## src/rtl/fcmp_pkg.sv

```systemverilog
package fcmp_pkg;

  typedef enum logic [1:0] {
    CMP_GT = 2'd0,
    CMP_LT = 2'd1,
    CMP_EQ = 2'd2,
    CMP_UN = 2'd3
  } cmp_res_e;

  typedef struct packed {
    logic sign;
    logic is_nan;
    logic is_snan;
    logic is_zero;
  } op_info_t;

  // {zf, pf, cf} per ordering class
  function automatic logic [2:0] flag_code(cmp_res_e r);
    logic [2:0] c;
    case (r)
      CMP_UN:  c = 3'b111;
      CMP_LT:  c = 3'b001;
      CMP_EQ:  c = 3'b100;
      default: c = 3'b000;
    endcase
    return c;
  endfunction

endpackage

```

## src/rtl/fcmp_classify.sv

```systemverilog
module fcmp_classify
  import fcmp_pkg::*;
#(
  parameter int EXP_W = 8,
  parameter int MAN_W = 23,
  localparam int LANE_W = EXP_W + MAN_W + 1
) (
  input  logic [LANE_W-1:0] lane_i,
  output op_info_t          info_o,
  output logic [LANE_W-2:0] mag_o
);

  logic [EXP_W-1:0] exp_f;
  logic [MAN_W-1:0] man_f;
  logic             exp_max;
  logic             man_nz;

  assign exp_f   = lane_i[LANE_W-2 -: EXP_W];
  assign man_f   = lane_i[MAN_W-1:0];
  assign exp_max = &exp_f;
  assign man_nz  = |man_f;

  always_comb begin
    info_o.sign    = lane_i[LANE_W-1];
    info_o.is_nan  = exp_max && man_nz;
    // quiet bit is the top fraction bit
    info_o.is_snan = exp_max && man_nz && !man_f[MAN_W-1];
    info_o.is_zero = ~|lane_i[LANE_W-2:0];
  end

  assign mag_o = lane_i[LANE_W-2:0];

endmodule

```

## src/rtl/fcmp_order.sv

```systemverilog
module fcmp_order
  import fcmp_pkg::*;
#(
  parameter int LANE_W = 32
) (
  input  op_info_t          a_info_i,
  input  op_info_t          b_info_i,
  input  logic [LANE_W-2:0] a_mag_i,
  input  logic [LANE_W-2:0] b_mag_i,
  output cmp_res_e          res_o
);

  logic mag_gt;
  logic mag_eq;

  assign mag_gt = a_mag_i > b_mag_i;
  assign mag_eq = a_mag_i == b_mag_i;

  always_comb begin
    if (a_info_i.is_nan || b_info_i.is_nan) begin
      res_o = CMP_UN;
    end else if (a_info_i.is_zero && b_info_i.is_zero) begin
      res_o = CMP_EQ;
    end else if (a_info_i.sign != b_info_i.sign) begin
      res_o = a_info_i.sign ? CMP_LT : CMP_GT;
    end else if (mag_eq) begin
      res_o = CMP_EQ;
    end else if (mag_gt ^ a_info_i.sign) begin
      // larger magnitude wins for positive, loses for negative
      res_o = CMP_GT;
    end else begin
      res_o = CMP_LT;
    end
  end

endmodule

```

## src/rtl/fcmp_flag_reg.sv

```systemverilog
module fcmp_flag_reg
  import fcmp_pkg::*;
(
  input  logic     clk_i,
  input  logic     rst_ni,
  input  logic     start_i,
  input  logic     clr_invalid_i,
  input  cmp_res_e res_i,
  input  logic     snan_i,
  output logic     zf_o,
  output logic     pf_o,
  output logic     cf_o,
  output logic     of_o,
  output logic     sf_o,
  output logic     af_o,
  output logic     done_o,
  output logic     invalid_o
);

  logic [2:0] code_q;
  logic [2:0] clr_q;
  logic       done_q;
  logic       inv_q;

  always_ff @(posedge clk_i or negedge rst_ni) begin
    if (!rst_ni) begin
      code_q <= '0;
      clr_q  <= '0;
      done_q <= 1'b0;
    end else begin
      done_q <= start_i;
      if (start_i) begin
        code_q <= flag_code(res_i);
        clr_q  <= '0;
      end
    end
  end

  // set has priority over clear
  always_ff @(posedge clk_i or negedge rst_ni) begin
    if (!rst_ni)                inv_q <= 1'b0;
    else if (start_i && snan_i) inv_q <= 1'b1;
    else if (clr_invalid_i)     inv_q <= 1'b0;
  end

  assign {zf_o, pf_o, cf_o} = code_q;
  assign {of_o, sf_o, af_o} = clr_q;
  assign done_o             = done_q;
  assign invalid_o          = inv_q;

endmodule

```

## src/rtl/fcmp_flag_unit.sv

```systemverilog
module fcmp_flag_unit
  import fcmp_pkg::*;
#(
  parameter int DATA_W = 128,
  parameter int EXP_W  = 8,
  parameter int MAN_W  = 23,
  localparam int LANE_W = EXP_W + MAN_W + 1,
  localparam int N_OPS  = 2
) (
  input  logic              clk_i,
  input  logic              rst_ni,
  input  logic              start_i,
  input  logic              clr_invalid_i,
  input  logic [DATA_W-1:0] dst_i,
  input  logic [DATA_W-1:0] src_i,
  output logic              zf_o,
  output logic              pf_o,
  output logic              cf_o,
  output logic              of_o,
  output logic              sf_o,
  output logic              af_o,
  output logic              done_o,
  output logic              invalid_o
);

  logic [N_OPS-1:0][LANE_W-1:0] lane;
  logic [N_OPS-1:0][LANE_W-2:0] mag;
  op_info_t [N_OPS-1:0]         info;
  cmp_res_e                     res;
  logic                         any_snan;
  logic                         unused_upper;

  assign lane[0] = dst_i[LANE_W-1:0];
  assign lane[1] = src_i[LANE_W-1:0];
  assign unused_upper = ^{dst_i[DATA_W-1:LANE_W], src_i[DATA_W-1:LANE_W]};

  for (genvar g = 0; g < N_OPS; g++) begin : g_cls
    fcmp_classify #(
      .EXP_W(EXP_W),
      .MAN_W(MAN_W)
    ) u_cls (
      .lane_i(lane[g]),
      .info_o(info[g]),
      .mag_o (mag[g])
    );
  end

  fcmp_order #(
    .LANE_W(LANE_W)
  ) u_order (
    .a_info_i(info[0]),
    .b_info_i(info[1]),
    .a_mag_i (mag[0]),
    .b_mag_i (mag[1]),
    .res_o   (res)
  );

  assign any_snan = info[0].is_snan || info[1].is_snan;

  fcmp_flag_reg u_flags (
    .clk_i        (clk_i),
    .rst_ni       (rst_ni),
    .start_i      (start_i),
    .clr_invalid_i(clr_invalid_i),
    .res_i        (res),
    .snan_i       (any_snan),
    .zf_o         (zf_o),
    .pf_o         (pf_o),
    .cf_o         (cf_o),
    .of_o         (of_o),
    .sf_o         (sf_o),
    .af_o         (af_o),
    .done_o       (done_o),
    .invalid_o    (invalid_o)
  );

endmodule

```

## config.mk

```make
export PLATFORM = sky130hd
export DESIGN_NAME = fcmp_flag_unit
export DESIGN_NICKNAME = d
export VERILOG_FILES = /design/src/rtl/fcmp_pkg.sv /design/src/rtl/fcmp_classify.sv /design/src/rtl/fcmp_order.sv /design/src/rtl/fcmp_flag_reg.sv /design/src/rtl/fcmp_flag_unit.sv
export SDC_FILE = /design/constraint.sdc
export NUM_CORES = 1
export LEC_CHECK = 0
export ABC_AREA = 1
export BUFFER_PORTS_ARGS = -buffer_cell sky130_fd_sc_hd__buf_2
export CORE_AREA = 2 2 103 105
export CTS_CLUSTER_DIAMETER = 30
export CTS_CLUSTER_SIZE = 28
export DETAILED_ROUTE_END_ITERATION = 10
export DIE_AREA = 0 0 105 107
export HOLD_SLACK_MARGIN = 0.1
export PLACE_DENSITY = 0.54
export SYNTH_ARGS = -nofsm -noshare
export SYNTH_HDL_FRONTEND = slang
export SYNTH_SLANG_ARGS = --single-unit
```

## constraint.sdc

```tcl
create_clock -name clk_i -period 1.4 [get_ports clk_i]
set_input_delay 0.07 -clock clk_i [delete_from_list [all_inputs] [get_ports clk_i]]
set_output_delay 0.07 -clock clk_i [all_outputs]
set_load 0.01 [all_outputs]
```

Word level (Yosys, flattened, before mapping)
Index checks and enable logic that the tools add are counted.
Word-level totals
  output and inout port bits: 8
  memory bits (read-only): 0
  word-level logic and storage cells: 38
  bits in registers: 5
  bits in writable memories: 0
  latch bits: 0
  memories: 0
  input port bits: 260
Operators by class
  add/subtract/negate cells: 0
  div/mod/pow operators: 0
  bitwise gates (word level): 1
  $mul: 0
  multiplexer cells: 9
  $lt $le $gt $ge: 1
  reductions and logical operators: 19
  eq/ne operators: 5
  shifts and indexed selects: 0
Operator list (number)
  $reduce_or A31 Y1: 2
  $reduce_or A23 Y1: 2
  $eq A31 B31 Y1: 1
  $gt A31 B31 Y1: 1
  $reduce_and A8 Y1: 2
  $pmux W3 S3: 1
  $mux W2: 4
  $logic_and A1 B1 Y1: 6
  $eq A2 B2 Y1 const B: 2
  $logic_not A1 Y1: 4
  $mux W1: 4
  $eq A2 B1 Y1 const B: 1
  $logic_or A1 B1 Y1: 2
  $reduce_bool A2 Y1: 1
  $ne A1 B1 Y1: 1
  $xor A1 B1 Y1: 1

Longest topological paths before layout
  depth in word-level cells: 9
  gate-level depth with buffers: 16
  depth with buffers taken out: 16

By module
A second synthesis with hierarchy kept.
Unflattened totals
  cells, all modules: 325
  area total of the unflattened synthesis: 1944.4 µm²
By module, submodules not included
  fcmp_order: times used 1, sequential area each 0.0 µm², cells each 171, area an instance 984.7 µm²
  fcmp_classify: times used 2, sequential area each 0.0 µm², cells each 64, area an instance 371.6 µm²
  fcmp_flag_reg: times used 1, sequential area each 125.1 µm², cells each 23, area an instance 205.2 µm²
  fcmp_flag_unit: times used 1, sequential area each 0.0 µm², cells each 3, area an instance 11.3 µm²

Worst setup path before layout
Ideal clock, no wire load.
  path type: input to register
  from: input src_i[14]
  to: register u_flags.code_q[0]
  buffers on the path: 0
  data required time: 1.284 ns
  cell stages on the path: 15
  data arrival time: 1.149 ns
  setup time: 0.116 ns
  path slack: 0.134 ns
  cell sequence: inv_1 > ha_1 > nand2_1 > nor2_2 > nand2_1 > nor2_1 > nor2_1 > nand2_1 > nand2_1 > nand2_1 > nand2_1 > nand3_1 > nand2_1 > nand2_1 > nand2_1
On the way
  cells in the longest elaborated chain, start to end: 9
  elaborated cells between the ends (all ways): 18
  classes of those cells: order compare (1); eq/ne (4); mux (6); bitwise (1); reduce/logical (6)
RTL lines
  start: declaration: line fcmp_flag_unit.sv:15  | input logic [DATA_W-1:0] src_i,
  $gt A31 B31 Y1: line fcmp_order.sv:16  | assign mag_gt = a_mag_i > b_mag_i;
  $xor A1 B1 Y1: line fcmp_order.sv:28  | end else if (mag_gt ^ a_info_i.sign) begin
  $mux W1: line fcmp_order.sv:28
  $mux W2: line fcmp_order.sv:26  | end else if (mag_eq) begin
  $mux W2: line fcmp_order.sv:24  | end else if (a_info_i.sign != b_info_i.sign) begin
  $mux W2: line fcmp_order.sv:22  | end else if (a_info_i.is_zero && b_info_i.is_zero) begin
  $mux W2 *: line fcmp_order.sv:20  | if (a_info_i.is_nan || b_info_i.is_nan) begin
  $eq A2 B2 Y1 or $eq A2 B1 Y1 (tied branches): line fcmp_pkg.sv:20  | case (r)
  $pmux W3 S3 *: line fcmp_pkg.sv:20
  end signal: assignment: line fcmp_flag_reg.sv:33  | code_q <= flag_code(res_i);
  end: declaration: line fcmp_flag_reg.sv:20  | logic [2:0] code_q;
Mark *: on every way between the ends. The rest lies on a longest branch, timed or not.
A chain may end at the register's enable or synchronous reset.

Final worst setup path
  from: input src_i[21]
  to: register u_flags.code_q[0]
Same word-level chain as after synthesis.

==> impl_metrics.json <==
{
  "finalHoldViolCount": 0,
  "worst-path-max-fanout": 3,
  "cts_tree": "done",
  "final_common_cell": "buf_2",
  "fmax_mhz": 794.2,
  "rows": 37,
  "syn_to_final_growth_pct": 62.82,
  "io_pins": 268,
  "seq_area_frac_synth_pct": 8.354,
  "rsz0062_at_grt": "yes",
  "htreeDepth": 1,
  "die_w_um": 105,
  "numPortBuffers": 72,
  "placed_cell_area_mm2": 0.002186,
  "worstRegToRegCells": 2,
  "insertion_delay_ns": 0.22,
  "antenna_cells": 0,
  "ys_warn_count": 0,
  "clkSlewWorstSetupHoldPaths_ns": 0.04,
  "gp_congestion": 0.8441,
  "worstPathRequired_ns": 1.50,
  "synth.distinct_cells": 17,
  "max-vdd-ir-drop_mv": 0.2758,
  "dieArea_mm2": 0.01124,
  "core_mm2": 0.01009,
  "syn-cell-area_mm2": 0.001498,
  "final_antenna_net_count": 0,
  "r2r_end": "u_flags.code_q[1]",
  "grt_usage_pct": 9.763,
  "total_power_mw": 1.036,
  "drt_first_pass_iters": 5,
  "drt_iter0_markers": 48,
  "crit_path_cell_trace": "buf_2 > inv_1 > ha_1 > nand2_2 > a21oi_1 > nor2_1 > nand2_1 > a21oi_2 > nand3_1 > nand3_2 > nand2_1 > nand2_1 > nand2_1",
  "crit_start": "src_i[21]",
  "dieHeight_um": 107,
  "post-route-drc-count": 0,
  "cp-end-kind": "flop",
  "dpl.hpwl_um": 5056,
  "grt_antenna_before_repair": 0,
  "wire_per_inst_um": 11.19,
  "layout_common_cells": "72 x buf_2, 67 x nand2_1, 54 x inv_1",
  "start_util_pct": 14.84,
  "routed_wl_um": 5641,
  "fin_tns_setup_ns": 0,
  "cts.path.max_buffers": 2,
  "path_class": "in -> reg",
  "maxCapViolCount": 0,
  "grt-ovfl-total": 0,
  "outcome": "finished clean",
  "setup.worst_path.start_class": "input pin",
  "critPathCapture": "u_flags.code_q[0]",
  "grt_pass1_wl_um": 8970,
  "min_period_ns": 1.259,
  "max_stage_delay_ns": 0.29,
  "cp.arrival_ns": 1.36,
  "grt_pass1_vias": 2011,
  "layout.nets": 660,
  "power.density_mw_per_mm2": 424.7,
  "drive_gt1_share_pct": 34.24,
  "syn_avg_cell_area_um2": 5.630,
  "grt_max_degree": 6,
  "slowest_stage": "ha_1",
  "vias": 1934,
  "slew_violations": 0,
  "setup-violations-final": 0,
  "leakagePower_nw": 1.350,
  "synth_seq_cells": 5,
  "period_share_pct": 89.93,
  "r2r-start": "u_flags.code_q[1]",
  "r2r_slack_ns": 0.77,
  "n_fill_cell": 1186,
  "via_per_inst": 3.837,
  "clock-skew-final_ns": 0,
  "cts-buffers-inserted": 3,
  "cts_root_buffer": "clkbuf_8",
  "hold_path.class": "in -> async",
  "whs_ns": 0.1892,
  "syn_inst": 266,
  "cp_common_cell": "nand2_1",
  "finalInstanceArea_mm2": 0.002439,
  "post-route-util_pct": 24.16,
  "clock-sinks": 5
}
Yosys cell counts:
master / number / area (um2)
nand2_1: 71 / 266.5
inv_1: 57 / 214.0
nor2_1: 42 / 157.7
ha_1: 31 / 387.9
nand4_1: 21 / 131.4
nand3_1: 13 / 65.06
a21oi_1: 9 / 45.04
dfrtp_1: 5 / 125.1
buf_4: 3 / 22.52
nor3_1: 3 / 15.01
nor4_1: 3 / 18.77
a21o_1: 2 / 15.01
o21ai_0: 2 / 10.01
and3_2: 1 / 7.510
conb_1: 1 / 3.750
nor2_2: 1 / 6.260
o22ai_1: 1 / 6.260
sequential cells by signal, indices dropped and copies added (netlist names):
name / flops
u_flags.invalid_o: 1
u_flags.done_o: 1
u_flags.code_q: 3
how the worst min path moves through the flow:
| stage | start | endpoint | slack [ns] |
|---|---|---|---|
| 3_3_place_gp | rst_ni | u_flags.done_o | -0.11 |
| 4_1_cts | rst_ni | u_flags.invalid_o | 0.20 |
| 6_report | rst_ni | u_flags.done_o | 0.19 |
| 5_1_grt | rst_ni | u_flags.done_o | 0.20 |
| 3_5_place_dp | rst_ni | u_flags.done_o | -0.11 |
| 2_1_floorplan | rst_ni | u_flags.code_q[0] | -0.23 |
per-layer routing:
| layer | vias to the layer above | wire length, um | GRT usage (%) |
|---|---|---|---|
| li1 | 1055 | - | - |
| met1 | 811 | 2809 | 13.90 |
| met2 | 64 | 2394 | 15.77 |
| met3 | 4 | 401 | 1.702 |
| met4 | 0 | 36 | 1.238 |
| met5 | - | 0 | 0 |
kinds of logic after synthesis:
kind of cell	count (synthesis)	synth area share, %
other cells	1	0.2504
fa+ha+maj	31	25.90
buf+inv	60	15.79
flops	5	8.354
compound gates	14	5.096
simple gates	155	44.61
report_power, final:
group | internal, mW | switching (mW) | total (mW)
Clock | 0.196 | 0.0753 | 0.271
Sequential | 0.151 | 0.00307 | 0.155
Combinational | 0.293 | 0.317 | 0.610
cell type report:
class                      count  area, um2  area share [%]
clock buffer                   4      45.04           1.847
inverter                      57      214.0           8.774
multi-input combinational    203       1314           53.87
sequential                     5      125.1           5.131
tap                          136      170.2           6.978
timing repair buffer          99      570.5           23.40
critical path: cells and delay by family:
kind	cells	cell delay [ns]
buffers and inverters	2	0.15
AO/OA/AOI/OAI	2	0.20
adder cells (fa/ha/maj)	1	0.29
AND/OR/NAND/NOR	8	0.65
what timing repair did:
| item | 4_1_cts | 5_1_grt |
|---|---|---|
| hold buffers | 3 | 0 |
| endpoints found under the setup margin | 0 | 2 |
| buffers inserted | 0 | 1 |
| hold endpoints to repair | 7 | 0 |
| gates resized for setup | 0 | 27 |
metrics by stage:
stage	cells	worst slack (ns)
detailed placement	496	-0.1737
global route	504	-0.01307
CTS	503	0.03580
finish	504	0.1409
floorplan	268	0.1345
global placement	496	-0.2072
Note: power is estimated with default switching activity, not from simulation.
